==> src/rtl/daf_pkg.sv <==
package daf_pkg;

  typedef enum logic [2:0] {
    K_NONE  = 3'd0,
    K_EXACT = 3'd1,
    K_HIND  = 3'd2,
    K_MCAST = 3'd3,
    K_BCAST = 3'd4,
    K_PROM  = 3'd5
  } kind_e;

  localparam logic [31:0] CRC_POLY = 32'h04C1_1DB7;

  // Advance a CRC-32 register by one byte, least significant bit first.
  function automatic logic [31:0] crc_step_byte(input logic [31:0] c_in,
                                                input logic [7:0]  d);
    logic [31:0] c;
    logic        fb;
    c = c_in;
    for (int i = 0; i < 8; i++) begin
      fb = c[31] ^ d[i];
      c  = {c[30:0], 1'b0};
      if (fb) c = c ^ CRC_POLY;
    end
    return c;
  endfunction

endpackage

==> src/rtl/daf_capture.sv <==
module daf_capture #(
  parameter int NBYTES = 6,
  parameter int HASH_W = 6
) (
  input  logic                  clk,
  input  logic                  rst,
  input  logic                  in_valid,
  input  logic                  in_sof,
  input  logic [7:0]            in_byte,
  output logic [8*NBYTES-1:0]   addr_cur,
  output logic [HASH_W-1:0]     hash_idx,
  output logic                  last_byte
);
  localparam int AW = 8 * NBYTES;
  localparam int CW = $clog2(NBYTES + 1);
  localparam logic [CW-1:0] CNT_DONE = CW'(NBYTES);
  localparam logic [CW-1:0] CNT_LAST = CW'(NBYTES - 1);

  logic [CW-1:0] cnt_q;
  logic [AW-1:0] addr_q;
  logic [31:0]   crc_q;
  logic [31:0]   crc_cur;
  logic [CW-1:0] slot;
  logic          take;

  always_comb begin
    slot      = in_sof ? '0 : cnt_q;
    take      = in_valid && (in_sof || (cnt_q < CNT_DONE));
    last_byte = take && (slot == CNT_LAST);
    addr_cur  = in_sof ? '0 : addr_q;
    for (int b = 0; b < NBYTES; b++) begin
      if (slot == CW'(b)) addr_cur[8*b +: 8] = in_byte;
    end
    crc_cur  = daf_pkg::crc_step_byte(in_sof ? 32'hFFFF_FFFF : crc_q, in_byte);
    hash_idx = crc_cur[31 -: HASH_W];
  end

  always_ff @(posedge clk) begin
    if (rst) begin
      cnt_q  <= CNT_DONE;
      addr_q <= '0;
      crc_q  <= 32'hFFFF_FFFF;
    end else if (take) begin
      cnt_q  <= slot + CW'(1);
      addr_q <= addr_cur;
      crc_q  <= crc_cur;
    end
  end


  no_extra_byte_chk: assert property (@(posedge clk) disable iff (rst)
    last_byte |=> (!last_byte || in_sof));

endmodule

==> src/rtl/daf_hash_lookup.sv <==
module daf_hash_lookup #(
  parameter int HASH_W = 6
) (
  input  logic [HASH_W-1:0]       idx,
  input  logic [(1<<HASH_W)-1:0]  table_bits,
  output logic                    hit
);
  localparam int TN = 1 << HASH_W;

  logic [TN-1:0] line;
  logic [TN-1:0] masked;

  for (genvar g = 0; g < TN; g++) begin : g_line
    assign line[g]   = (idx == HASH_W'(g));
    assign masked[g] = line[g] & table_bits[g];
  end

  assign hit = |masked;

endmodule

==> src/rtl/daf_decide.sv <==
module daf_decide #(
  parameter int AW = 48
) (
  input  logic [AW-1:0]   addr,
  input  logic [AW-1:0]   own,
  input  logic            hash_hit,
  input  logic            en_exact,
  input  logic            en_hash_ind,
  input  logic            en_mcast,
  input  logic            en_bcast,
  input  logic            en_promisc,
  output daf_pkg::kind_e  kind
);
  logic is_bcast, is_group, is_own;

  always_comb begin
    is_bcast = &addr;
    is_group = addr[0];
    is_own   = (addr == own);
    if (en_exact && is_own)                              kind = daf_pkg::K_EXACT;
    else if (en_bcast && is_bcast)                       kind = daf_pkg::K_BCAST;
    else if (en_hash_ind && hash_hit && !is_group)       kind = daf_pkg::K_HIND;
    else if (en_mcast && hash_hit && is_group && !is_bcast) kind = daf_pkg::K_MCAST;
    else if (en_promisc)                                 kind = daf_pkg::K_PROM;
    else                                                 kind = daf_pkg::K_NONE;
  end

endmodule

==> src/rtl/daf_filter.sv <==
module daf_filter #(
  parameter int NBYTES = 6,
  parameter int HASH_W = 6,
  localparam int AW = 8 * NBYTES,
  localparam int TN = 1 << HASH_W
) (
  input  logic          clk,
  input  logic          rst,
  input  logic          da_valid,
  input  logic          da_sof,
  input  logic [7:0]    da_byte,
  input  logic [AW-1:0] own_addr,
  input  logic [TN-1:0] hash_table,
  input  logic          en_exact,
  input  logic          en_hash_ind,
  input  logic          en_mcast,
  input  logic          en_bcast,
  input  logic          en_promisc,
  output logic          dec_valid,
  output logic          dec_accept,
  output logic          dec_reject,
  output logic [2:0]    dec_kind
);
  logic [AW-1:0]     cap_addr;
  logic [HASH_W-1:0] cap_idx;
  logic              cap_last;
  logic              hash_hit;
  daf_pkg::kind_e    kind_c;

  daf_capture #(.NBYTES(NBYTES), .HASH_W(HASH_W)) u_capture (
    .clk(clk), .rst(rst), .in_valid(da_valid), .in_sof(da_sof),
    .in_byte(da_byte), .addr_cur(cap_addr), .hash_idx(cap_idx),
    .last_byte(cap_last)
  );

  daf_hash_lookup #(.HASH_W(HASH_W)) u_lookup (
    .idx(cap_idx), .table_bits(hash_table), .hit(hash_hit)
  );

  daf_decide #(.AW(AW)) u_decide (
    .addr(cap_addr), .own(own_addr), .hash_hit(hash_hit),
    .en_exact(en_exact), .en_hash_ind(en_hash_ind), .en_mcast(en_mcast),
    .en_bcast(en_bcast), .en_promisc(en_promisc), .kind(kind_c)
  );

  always_ff @(posedge clk) begin
    if (rst) begin
      dec_valid  <= 1'b0;
      dec_accept <= 1'b0;
      dec_reject <= 1'b0;
      dec_kind   <= daf_pkg::K_NONE;
    end else if (cap_last) begin
      dec_valid  <= 1'b1;
      dec_accept <= (kind_c != daf_pkg::K_NONE);
      dec_reject <= (kind_c == daf_pkg::K_NONE);
      dec_kind   <= kind_c;
    end else if (da_valid && da_sof) begin
      dec_valid  <= 1'b0;
      dec_accept <= 1'b0;
      dec_reject <= 1'b0;
      dec_kind   <= daf_pkg::K_NONE;
    end
  end


  reset_clear_chk: assert property (@(posedge clk) disable iff (rst)
    $past(rst) |-> (!dec_valid && !dec_accept && !dec_reject));


  valid_rise_chk: assert property (@(posedge clk) disable iff (rst)
    $rose(dec_valid) |-> $past(cap_last));


  hold_kind_chk: assert property (@(posedge clk) disable iff (rst)
    (dec_valid && $past(dec_valid) && !$past(cap_last)) |-> $stable(dec_kind));


  acc_rej_excl_chk: assert property (@(posedge clk) disable iff (rst)
    dec_valid |-> (dec_accept != dec_reject));


  mcast_enable_chk: assert property (@(posedge clk) disable iff (rst)
    ($rose(dec_valid) && dec_kind == daf_pkg::K_MCAST) |-> $past(en_mcast));


  promisc_enable_chk: assert property (@(posedge clk) disable iff (rst)
    ($rose(dec_valid) && dec_kind == daf_pkg::K_PROM) |-> $past(en_promisc));

endmodule

==> config.mk <==
export PLATFORM = sky130hd
export DESIGN_NAME = daf_filter
export DESIGN_NICKNAME = d
export VERILOG_FILES = /design/src/rtl/daf_pkg.sv /design/src/rtl/daf_capture.sv /design/src/rtl/daf_hash_lookup.sv /design/src/rtl/daf_decide.sv /design/src/rtl/daf_filter.sv
export SDC_FILE = /design/constraint.sdc
export NUM_CORES = 1
export LEC_CHECK = 0
export ABC_AREA = 1
export BUFFER_PORTS_ARGS = -buffer_cell sky130_fd_sc_hd__buf_2
export CAP_MARGIN = 20
export CORE_MARGIN = 5
export CORE_UTILIZATION = 58
export DETAILED_ROUTE_END_ITERATION = 10
export GPL_TIMING_DRIVEN = 0
export PLACE_DENSITY_LB_ADDON = 0.08
export REMOVE_ABC_BUFFERS = 1
export SLEW_MARGIN = 15
export SYNTH_ARGS = -nofsm -noshare
export SYNTH_HDL_FRONTEND = slang
export SYNTH_SLANG_ARGS = --single-unit
==> constraint.sdc <==
create_clock -name clk -period 10.7 [get_ports clk]
set_input_delay 3.21 -clock clk [delete_from_list [all_inputs] [get_ports clk]]
set_output_delay 3.21 -clock clk [all_outputs]
set_load 0.02 [all_outputs]
==> Flow_metrics.wiki, run 1 <==
{| class="wikitable"
! Metric !! Value
|-
| Share of power burned in registers || 34.9%
|-
| Clock Skew || 0.01140 ns
|-
| Clock Sinks || 89
|-
| Via total after detailed routing || 7021
|-
| Unique masters post-synth || 41
|-
| CP Data Required Time || 10.93 ns
|-
| Antenna-violating nets left || 0
|-
| Unrepaired setup endpoints after global routing || false
|-
| Power density relative to cell area || 144.1 nW/um^2
|-
| Synth Cell Area || 6623 um^2
|-
| Post-route insts no fill || 1253
|-
| Proportion of synthesized chip area in sequential cells || 26.90%
|-
| Number of failing hold endpoints at the final stage || 0
|-
| Final setup vio count || 0
|-
| Die boundary width || 116.9 um
|-
| Count of buffers added by post-CTS timing repair for setup || 0
|-
| Global-route congestion overflow total || 0
|-
| Clock share of power || 32.3%
|-
| Proportion of layout cells with a drive suffix above 1 || 20.72%
|-
| Boundary pin count || 135
|-
| Post-cts sizing count || 0
|-
| Total Routed Length || 18120 um
|-
| Kind of end point of the critical path || flip-flop
|-
| Internal power || 0.7015 mW
|-
| Weighted congestion reported at the end of routability-driven placement || 0.8567
|-
| Max-slew headroom at the worst pin || 31.23%
|-
| Max-capacitance violation count || 0
|-
| Startpoint Class || primary input
|-
| Maximum clock frequency || 0.1339 GHz
|-
| Final TNS setup || 0 ns
|-
| Overall power consumption || 1.092 mW
|-
| Warnings, synthesis || 0
|-
| Total placed cells including tap cells || 1237
|-
| Sw frac || 35.77%
|-
| Static Leakage || 3.417 nW
|-
| Inserted Diodes || 0
|-
| Largest net degree at the start of global routing || 88
|-
| Root buffer cell || clkbuf_16
|-
| Peak supply drop || 0.07267 mV
|-
| Vias in the first global route || 6186
|-
| Final instance area || 7579 um^2
|-
| Sequential cell area in the final layout || 1782 um^2
|-
| Number of fill cells || 1085
|-
| Die extent in y || 116.9 um
|-
| Most common library cell in the layout ignoring fill and taps || nand2_1
|-
| First-pass GRT wire length || 29150 um
|-
| CTS clk-pin slew, worst paths || 0.06 ns
|-
| Avg Synthesized Cell Area || 6.544 um^2
|-
| Initial antenna violation count || 0
|-
| Placement Rows || 39
|-
| Initial core utilization || 58.50%
|-
| Average wire per cell in the routed design || 14.46 um
|-
| Post-route clock period utilization || 69.80%
|-
| Portion of total power attributed to combinational logic || 32.8%
|-
| Avg Vias per Cell || 5.603
|-
| Start-to-end type of the worst setup path || primary input to flip-flop
|-
| Total routing usage reported by global routing || 26.35%
|-
| CORE AREA || 11320 um^2
|-
| DRC violations left || 0
|-
| Number of buffers inserted by port buffering || 134
|-
| Violation count after the first detailed-route iteration || 671
|-
| Layout net count || 1239
|-
| Maximum fanout along the worst path || 50
|-
| Net load switching power || 0.3906 mW
|-
| Clock tree from TritonCTS || done
|-
| Min-delay worst type || flip-flop to flip-flop
|-
| Clock latency at the later pin of the worst-skew pair || 0.34 ns
|-
| Area growth from synthesis to final layout || 14.43%
|-
| Most frequent cells in the layout || nand2_1 (146), buf_2 (134), nor2_1 (127), o21ai_0 (124), dfxtp_1 (89)
|-
| Total iterations of the first detailed-routing run || 5
|-
| Crit path time final || 7.468 ns
|-
| Instance area after placement || 7248 um^2
|-
| Endpoint arrival time on the critical path || 7.70 ns
|-
| Total of hold buffers inserted after clock tree synthesis || 0
|-
| Outcome || completed
|-
| Clock Path Buffers || 2
|-
| Pin slew with the least headroom to its limit || 1.032 ns
|-
| Synth Instances || 1012
|-
| Flip-flop and latch count after synthesis || 89
|-
| DIE AREA || 13660 um^2
|-
| Total number of H-tree levels || 3
|-
| TritonCTS buffer count || 9
|-
| DP HPWL || 12740 um
|-
| Final Max Tran Viols || 0
|-
| Area occupied by multi-input gates || 4242 um^2
|}
power groups by stage:
stage               Clock (mW)  Combinational, mW  Sequential [mW]
detailed placement           0              0.354            0.388
floorplan                    0              0.257            0.385
global placement             0              0.349            0.387
CTS                      0.355              0.357            0.381
finish                   0.352              0.358            0.381
global route             0.373              0.403            0.385
per-layer routing:
metal  up-vias  track usage, %  wire, um
met2       205           42.97      8622
met4         0           9.251       382
met1      3170           34.86      7921
met5         -               0         0
met3        33           5.193      1189
li1       3613               -         -
kinds of logic after synthesis:
logic type | count (synthesis) | share of synthesized area (%)
flops | 89 | 26.90
compound gates | 223 | 17.42
buf+inv | 138 | 9.220
fa+ha+maj | 5 | 0.9446
xor+xnor | 59 | 8.030
simple gates | 498 | 37.48
sequential cells by signal, summed over array words and instances, names as in the netlist:
signal / cells
u_capture.addr_q: 48
u_capture.crc_q: 32
dec_kind: 3
u_capture.cnt_q: 3
dec_accept: 1
dec_reject: 1
dec_valid: 1
critical path: stages:
cell	delay (ns)
buf_2	0.76
inv_4	0.46
nand2_1	0.24
inv_1	0.10
ha_1	0.19
ha_1	0.22
inv_1	0.32
nand3_1	0.11
o21ai_0	0.16
inv_1	0.11
nor4_1	0.30
nand2_1	0.13
nor4_1	0.46
nand3_1	0.15
nand3_1	0.10
inv_1	0.07
o211ai_1	0.18
nand2_1	0.07
clkinv_1	0.07
nand3_1	0.09
and2_1	0.15
cell usage after synthesis, drive strengths merged:
cell / n / area (um^2)
a21oi: 83 / 430.4
xnor2: 24 / 217.7
and3: 1 / 6.260
and2: 1 / 6.260
nand3b: 4 / 30.03
nor2: 144 / 650.6
nand4: 77 / 481.7
inv: 83 / 314.1
nor3b: 3 / 22.52
or2: 7 / 43.79
xor2: 35 / 314.1
o21ai: 137 / 700.7
buf: 25 / 183.9
clkinv: 1 / 3.750
clkbuf: 29 / 108.9
nand3: 73 / 380.4
nor3: 8 / 40.04
nand2: 172 / 764.5
dfxtp: 89 / 1782
ha: 5 / 62.56
nor4: 8 / 56.30
o211ai: 3 / 22.52
final timing paths:
path                            cells past startpoint  slack, ns         end                from
worst max-delay path                               21       3.23  dec_accept              da_sof
worst min register to register                      2       0.47  dec_reject          dec_reject
worst min-delay path                                2       0.47  dec_reject          dec_reject
worst max register to register                     19       7.12  dec_accept  u_capture.cnt_q[1]
cell type report:
| class | count | area share [%] |
|---|---|---|
| inverter | 84 | 4.227 |
| clock inverter | 4 | 0.9741 |
| clock buffer | 12 | 3.385 |
| sequential | 89 | 23.51 |
| tap | 143 | 2.361 |
| multi-input combinational | 785 | 55.97 |
| timing repair buffer | 136 | 9.576 |
through the flow:
step | hold slack (ns) | setup slack [ns] | utilization (%)
after global routing | 0.4781 | 2.777 | 66.94
after floorplan | 0.4341 | 1.996 | -
after detailed placement | 0.4534 | 2.888 | 64.03
after CTS | 0.4631 | 3.240 | 66.94
final | 0.4661 | 3.232 | 66.94
after global placement | 0.4502 | -2.149 | 63.42
Note: power is estimated with default switching activity, not from simulation.
==> inputs of run 2 (changes only) <==
Settings changed: ABC_AREA 1 to 0, CORE_UTILIZATION 58 to 56.
Clock period 10.7 ns to 7.3 ns, I/O delays scaled along.
==> Flow_metrics.wiki, run 2 <==
{| class="wikitable"
! Metric !! Value
|-
| Pin slew with the least headroom to its limit || 1.023 ns (-0.008825 ns)
|-
| Fraction of post-synthesis cell area in the top cell type by area || 27.68% (+0.78 points)
|-
| Most common library cell in the layout ignoring fill and taps || buf_2
|-
| Flip-flop and latch count after synthesis || 89 (unchanged)
|-
| R2R depth || 14 (-5)
|-
| Largest register FFs || 48 (unchanged)
|-
| Die extent in y || 117.2 um (+0.30%)
|-
| Asr flop ratio synth || 0% (unchanged)
|-
| Post-route insts no fill || 1058 (-16%)
|-
| Met2 capacity usage during global routing || 44.72% (+1.8 points)
|-
| Clock Sinks || 89 (unchanged)
|-
| Endpoint arrival time on the critical path || 6.48 ns (-1.22 ns)
|-
| Clock tree from TritonCTS || done
|-
| Initial antenna violation count || 0 (unchanged)
|-
| Total routing usage reported by global routing || 27.78% (+1.4 points)
|-
| Post-synth top cells || nand2_1 (94), dfxtp_1 (89), nor2_1 (83)
|-
| Boundary pin count || 135 (unchanged)
|-
| Leading register cell type out of synthesis || dfxtp_1
|-
| Most frequent cells in the layout || buf_2 (132), nand2_1 (93), dfxtp_1 (89), nor2_1 (82), xnor2_1 (80)
|-
| Average wire per cell in the routed design || 18.29 um (+26%)
|-
| Reg2reg start || u_capture.cnt_q[2]
|-
| Met3 track demand over resource || 4.576% (-0.62 points)
|-
| CP Data Required Time || 7.55 ns (-3.38 ns)
|-
| Cell accounting for the most synthesized area || dfxtp_1
|-
| Final TNS setup || 0 ns (unchanged)
|-
| CORE AREA || 11320 um^2 (unchanged)
|-
| Peak supply drop || 0.2599 mV (+260%)
|-
| Avg Vias per Cell || 6.224 (+11%)
|-
| Clock latency at the later pin of the worst-skew pair || 0.35 ns (about the same)
|-
| Number of buffers inserted by port buffering || 134 (unchanged)
|-
| Final instance area || 7400 um^2 (-2.4%)
|-
| Count of buffers added by post-CTS timing repair for setup || 0 (unchanged)
|-
| Post-cts sizing count || 0 (unchanged)
|-
| CTS clk-pin slew, worst paths || 0.07 ns (about the same)
|-
| Total iterations of the first detailed-routing run || 5 (unchanged)
|-
| Clock Path Buffers || 2 (unchanged)
|-
| Static Leakage || 2.859 nW (-16%)
|-
| Unrepaired setup endpoints after global routing || false
|-
| Maximum clock frequency || 0.1603 GHz
|-
| Via total after detailed routing || 6585 (-6.2%)
|-
| Slack of the worst reg-to-reg path || 3.04 ns (-4.08 ns)
|-
| Kind of end point of the critical path || flip-flop
|-
| Most frequent cell after synthesis || nand2_1
|-
| Weighted congestion reported at the end of routability-driven placement || 0.9289 (+8.4%)
|-
| Initial core utilization || 56.85% (-1.6 points)
|-
| Number of fill cells || 1019 (-6.1%)
|-
| Violation count after the first detailed-route iteration || 854 (+27%)
|-
| Post-route clock period utilization || 85.44%
|-
| Clock Skew || 0.008798 ns (-0.002603 ns)
|-
| Inserted Diodes || 0 (unchanged)
|-
| Antenna-violating nets left || 0 (unchanged)
|-
| Total Routed Length || 19350 um (+6.8%)
|-
| Instance area after placement || 7025 um^2 (-3.1%)
|-
| Die boundary width || 117.2 um (+0.30%)
|-
| Root buffer cell || clkbuf_16
|-
| Register bank with the most flops || u_capture.addr_q
|-
| Total placed cells including tap cells || 1041 (-16%)
|-
| Proportion of synthesized chip area in sequential cells || 27.68% (+0.78 points)
|-
| Area growth from synthesis to final layout || 14.97%
|-
| Met1 Resource Use GR || 38.41% (+3.5 points)
|-
| Total number of H-tree levels || 3 (unchanged)
|-
| Total of hold buffers inserted after clock tree synthesis || 0 (unchanged)
|-
| TritonCTS buffer count || 9 (unchanged)
|-
| Post-synth EDFFs || 0 (unchanged)
|-
| Power density relative to cell area || 235.6 nW/um^2 (+64%)
|-
| Largest net degree at the start of global routing || 80 (-9.1%)
|-
| Proportion of layout cells with a drive suffix above 1 || 19.02% (-1.7 points)
|-
| Cell types with the largest area share after synthesis || dfxtp_1 (28%), xnor2_1 (11%), nand2_1 (5.5%)
|-
| Worst-case hold path end point || dec_valid
|-
| Hold Crit Depth || 2 (unchanged)
|-
| Final Max Tran Viols || 0 (unchanged)
|-
| Destination of the worst register-to-register timing path || dec_kind[2]
|-
| Warnings, synthesis || 0 (unchanged)
|-
| DRC violations left || 0 (unchanged)
|-
| Registers with the most flip-flops || u_capture.addr_q (48), u_capture.crc_q (32)
|-
| Crit path time final || 6.237 ns
|-
| Max-slew headroom at the worst pin || 31.57% (+0.34 points)
|-
| Hold path startpoint || dec_valid
|-
| Maximum fanout along the worst path || 79 (+58%)
|-
| First-pass GRT wire length || 30460 um (+4.5%)
|-
| Min-delay worst type || flip-flop to flip-flop
|-
| Startpoint Class || primary input
|-
| Placement Rows || 39 (unchanged)
|-
| Avg Synthesized Cell Area || 7.726 um^2 (+18%)
|-
| Most used routing layer || met2
|-
| Max-capacitance violation count || 0 (unchanged)
|-
| Global-route congestion overflow total || 0 (unchanged)
|-
| Post-layout util || 65.36% (-1.6 points)
|-
| Outcome || completed
|-
| Final setup vio count || 0 (unchanged)
|-
| Start-to-end type of the worst setup path || primary input to flip-flop
|-
| Layout net count || 1044 (-16%)
|-
| Vias in the first global route || 6190 (+0.065%)
|-
| Synth Cell Area || 6436 um^2 (-2.8%)
|-
| DP HPWL || 13680 um (+7.4%)
|-
| Unique masters post-synth || 75 (+83%)
|-
| Number of failing hold endpoints at the final stage || 0 (unchanged)
|-
| Synth Instances || 833 (-18%)
|-
| DIE AREA || 13740 um^2 (+0.60%)
|}
==> run 2: worst max path at each step <==
stage,slack (ns),startpoint,endpoint,cells after the start
6_report,1.06,da_sof,dec_kind[2],16
5_1_grt,0.80,da_sof,dec_kind[2],16
4_1_cts,1.16,da_sof,dec_kind[2],16
3_5_place_dp,0.79,da_sof,dec_kind[2],16
3_3_place_gp,0.45,da_sof,dec_kind[2],16
2_1_floorplan,2.18,da_sof,dec_kind[2],15
==> run 2: worst max-delay path: stages <==
cell and delay, ns:
buf_4 0.58, inv_1 0.24, nand2_1 0.18, inv_1 0.08, ha_1 0.21, ha_1 0.51, nor3b_1 0.32, a21oi_1 0.11
xnor2_1 0.18, nor2_1 0.14, nand4_1 0.10, or4_1 0.61, nor4_4 0.38, o21ai_0 0.18, and3_1 0.21, a41o_1 0.19
==> run 2: layout make-up <==
type | instances | area [um^2] | area share [%]
Clock buffer | 10 | 229.0 | 3.094
Clock inverter | 6 | 115.1 | 1.556
Inverter | 9 | 33.78 | 0.4565
Multi-Input combinational cell | 664 | 4318 | 58.35
Sequential cell | 89 | 1782 | 24.08
Tap cell | 143 | 178.9 | 2.418
Timing Repair Buffer | 137 | 743.2 | 10.04
==> run 2: through the flow <==
stage / hold slack (ns) / total power, mW / setup slack (ns)
after global placement: 0.4418 / 1.180 / 0.4464
final: 0.4639 / 1.743 / 1.063
after global routing: 0.4690 / 1.832 / 0.8000
after CTS: 0.4560 / 1.738 / 1.156
after detailed placement: 0.4469 / 1.199 / 0.7935
after floorplan: 0.4305 / 1.022 / 2.182
==> run 2: power by group <==
group	total [mW]	internal [mW]	switching (mW)
Combinational	0.645	0.262	0.383
Sequential	0.558	0.527	0.0309
Clock	0.541	0.337	0.204
Total	1.74	1.13	0.618
==> run 2: per-layer routing <==
layer / part of all wire [%] / vias up
met3: 7.1 / 37
met1: 44 / 3118
met2: 47 / 254
met4: 2.0 / 0
li1: - / 3176
met5: 0 / -
==> run 2: cells by family (layout without fill, tap and decap cells) <==
| family | Yosys count | after routing | share of synthesized area (%) |
|---|---|---|---|
| AO/OA/AOI/OAI | 233 | 233 | 26.05 |
| AND/OR/NAND/NOR | 301 | 301 | 22.06 |
| flip-flops | 89 | 89 | 27.68 |
| adder cells (fa/ha/maj) | 5 | 5 | 0.9720 |
| XOR/XNOR | 120 | 120 | 16.91 |
| buffers and inverters | 80 | 162 | 5.327 |
| multiplexers | 5 | 5 | 0.9914 |
==> inputs of run 3 (changes only) <==
Settings changed: CAP_MARGIN 20 to default, CTS_CLUSTER_DIAMETER from default to 40.
Clock period 7.3 ns to 6.9 ns, I/O delays scaled along.
==> Flow_metrics.wiki, run 3 (synthesis results as in run 2) <==
{| class="wikitable"
! Metric !! Value
|-
| Register bank with the most flops || u_capture.addr_q
|-
| Power density relative to cell area || 250.3 nW/um^2 (+6.2%)
|-
| Total of hold buffers inserted after clock tree synthesis || 0 (unchanged)
|-
| Critical path buffers and inverters || 3 (unchanged)
|-
| Antenna-violating nets left || 0 (unchanged)
|-
| Final setup vio count || 0 (unchanged)
|-
| Worst-path cell chain || buf_4 -> inv_1 -> nand2_1 -> inv_1 -> ha_1 -> ha_1 -> nor3b_1 -> a21oi_1 -> xnor2_1 -> nor2_1 -> nand4_1 -> or4_1 -> nor4_4 -> o21ai_0 -> and3_1 -> a41o_1
|-
| Delay of the slowest critical-path stage || 0.61 ns (about the same)
|-
| Static Leakage || 2.846 nW (-0.44%)
|-
| DIE AREA || 13740 um^2 (unchanged)
|-
| Post-cts sizing count || 0 (unchanged)
|-
| Startpoint Class || primary input
|-
| Via total after detailed routing || 6670 (+1.3%)
|-
| Clock Sinks || 89 (unchanged)
|-
| Final TNS setup || 0 ns (unchanged)
|-
| Inserted Diodes || 0 (unchanged)
|-
| Net load switching power || 0.6557 mW (+6.1%)
|-
| First-pass GRT wire length || 30460 um (unchanged)
|-
| Registers with the most flip-flops || u_capture.addr_q (48), u_capture.crc_q (32)
|-
| Unrepaired setup endpoints after global routing || false
|-
| Clock Path Buffers || 2 (unchanged)
|-
| DP HPWL || 13680 um (unchanged)
|-
| Maximum fanout along the worst path || 79 (unchanged)
|-
| Start-to-end type of the worst setup path || primary input to flip-flop
|-
| DRC violations left || 0 (unchanged)
|-
| Total iterations of the first detailed-routing run || 5 (unchanged)
|-
| Most frequent cells in the layout || buf_2 (132), nand2_1 (93), dfxtp_1 (89), nor2_1 (82), xnor2_1 (80)
|-
| Violation count after the first detailed-route iteration || 792 (-7.3%)
|-
| Boundary pin count || 135 (unchanged)
|-
| Vias in the first global route || 6190 (unchanged)
|-
| Root buffer cell || clkbuf_16
|-
| Most common library cell in the layout ignoring fill and taps || buf_2
|-
| Proportion of layout cells with a drive suffix above 1 || 18.93% (-0.089 points)
|-
| TritonCTS buffer count || 9 (unchanged)
|-
| Peak supply drop || 0.2734 mV (+5.2%)
|-
| Total Routed Length || 19280 um (-0.36%)
|-
| Final Max Tran Viols || 0 (unchanged)
|-
| Sum of met3 wire segment lengths after detailed routing || 1493 um (+8.1%)
|-
| Die extent in y || 117.2 um (unchanged)
|-
| Die boundary width || 117.2 um (unchanged)
|-
| Weighted congestion reported at the end of routability-driven placement || 0.9289 (unchanged)
|-
| Total number of H-tree levels || 3 (unchanged)
|-
| Clock tree from TritonCTS || done
|-
| Routed metal-1 wire length || 8331 um (-1.5%)
|-
| Cell family with the largest share of critical-path delay || simple AND/OR/NAND/NOR gates
|-
| Max-capacitance violation count || 0 (unchanged)
|-
| Clock Skew || 0.01032 ns (+0.001525 ns)
|-
| Slowest-stage cell, CP || or4_1
|-
| Crit path time final || 6.091 ns
|-
| Avg Vias per Cell || 6.310 (+1.4%)
|-
| Kind of end point of the critical path || flip-flop
|-
| CP Data Required Time || 7.15 ns (-0.40 ns)
|-
| Placement Rows || 39 (unchanged)
|-
| Number of failing hold endpoints at the final stage || 0 (unchanged)
|-
| Min Hold Slack || 0.4595 ns (-0.004380 ns)
|-
| Initial core utilization || 56.85% (unchanged)
|-
| Post-route clock period utilization || 88.28%
|-
| Endpoint arrival time on the critical path || 6.34 ns (-0.14 ns)
|-
| Sequential cell area in the final layout || 1782 um^2 (unchanged)
|-
| Total routing usage reported by global routing || 27.78% (unchanged)
|-
| Portion of total power attributed to combinational logic || 36.9% (about the same)
|-
| Number of buffers inserted by port buffering || 134 (unchanged)
|-
| Layout net count || 1043 (-0.096%)
|-
| Met2 wire length || 9098 um (-0.31%)
|-
| Internal power || 1.189 mW (+5.7%)
|-
| Outcome || completed
|-
| CTS clk-pin slew, worst paths || 0.07 ns (about the same)
|-
| Min-delay worst type || flip-flop to flip-flop
|-
| Share of power burned in registers || 32.0% (about the same)
|-
| Largest net degree at the start of global routing || 80 (unchanged)
|-
| Max-slew headroom at the worst pin || 26.51% (-5.1 points)
|-
| Global-route congestion overflow total || 0 (unchanged)
|-
| Count of buffers added by post-CTS timing repair for setup || 0 (unchanged)
|-
| Maximum clock frequency || 0.1642 GHz
|-
| Clock latency at the later pin of the worst-skew pair || 0.35 ns (about the same)
|-
| Clock share of power || 31.1% (about the same)
|-
| Initial antenna violation count || 0 (unchanged)
|-
| CORE AREA || 11320 um^2 (unchanged)
|-
| Sw frac || 35.54% (+0.093 points)
|-
| Area occupied by multi-input gates || 4318 um^2 (unchanged)
|-
| Pin slew with the least headroom to its limit || 1.101 ns (+0.07841 ns)
|-
| Average wire per cell in the routed design || 18.24 um (-0.27%)
|-
| Number of fill cells || 1025 (+0.59%)
|-
| Largest register FFs || 48 (unchanged)
|-
| Area growth from synthesis to final layout || 14.54%
|-
| Uppermost layer routed || met4
|}
==> run 3: cell type report <==
| cell class | count | area share (%) |
|---|---|---|
| Tap cell | 143 | 2.427 |
| Clock inverter | 6 | 1.561 |
| Timing Repair Buffer | 136 | 9.708 |
| Inverter | 9 | 0.4582 |
| Clock buffer | 10 | 3.106 |
| Multi-Input combinational cell | 664 | 58.57 |
| Sequential cell | 89 | 24.17 |
==> run 3: worst reg2reg max path: stages, from the launching register on <==
cell     delay [ns]
dfxtp_1        0.74
inv_2          0.13
nor2_2         0.25
inv_2          0.09
ha_1           0.50
nor3b_1        0.32
a21oi_1        0.11
xnor2_1        0.19
nor2_1         0.14
nand4_1        0.10
or4_1          0.61
nor4_4         0.37
o21ai_0        0.18
and3_1         0.21
a41o_1         0.20
==> run 3: path summary, 6_finish.rpt <==
path / from / to / slack [ns] / cells after the start
worst max-delay path: da_sof / dec_kind[2] / 0.81 / 16
worst min-delay path: u_capture.addr_q[47] / u_capture.addr_q[47] / 0.46 / 2
worst max register to register: u_capture.cnt_q[2] / dec_kind[2] / 2.66 / 14
worst min register to register: u_capture.addr_q[47] / u_capture.addr_q[47] / 0.46 / 2
==> run 3: power groups by stage <==
stage | logic (mW) | clock network (mW) | registers [mW]
CTS | 0.673 | 0.577 | 0.589
global route | 0.744 | 0.597 | 0.595
floorplan | 0.490 | 0 | 0.592
finish | 0.680 | 0.574 | 0.590
global placement | 0.650 | 0 | 0.598
detailed placement | 0.668 | 0 | 0.600
==> run 3: metal layers <==
metal  vias up  GRT usage [%]
li1       3182              -
met1      3158          38.41
met2       294          44.72
met3        36          4.576
met4         0          7.951
met5         -              0
==> run 3: through the flow <==
step / worst slack [ns] / utilization (%) / power [mW] / cells / instance area [um^2]
2_1_floorplan: 1.902 / - / 1.082 / 762 / 6127
3_3_place_gp: 0.1664 / 61.63 / 1.248 / 1039 / 6977
3_5_place_dp: 0.5135 / 62.06 / 1.269 / 1041 / 7025
4_1_cts: 0.8760 / 65.10 / 1.839 / 1057 / 7370
5_1_grt: 0.5374 / 65.12 / 1.936 / 1057 / 7372
6_report: 0.8087 / 65.12 / 1.845 / 1057 / 7372
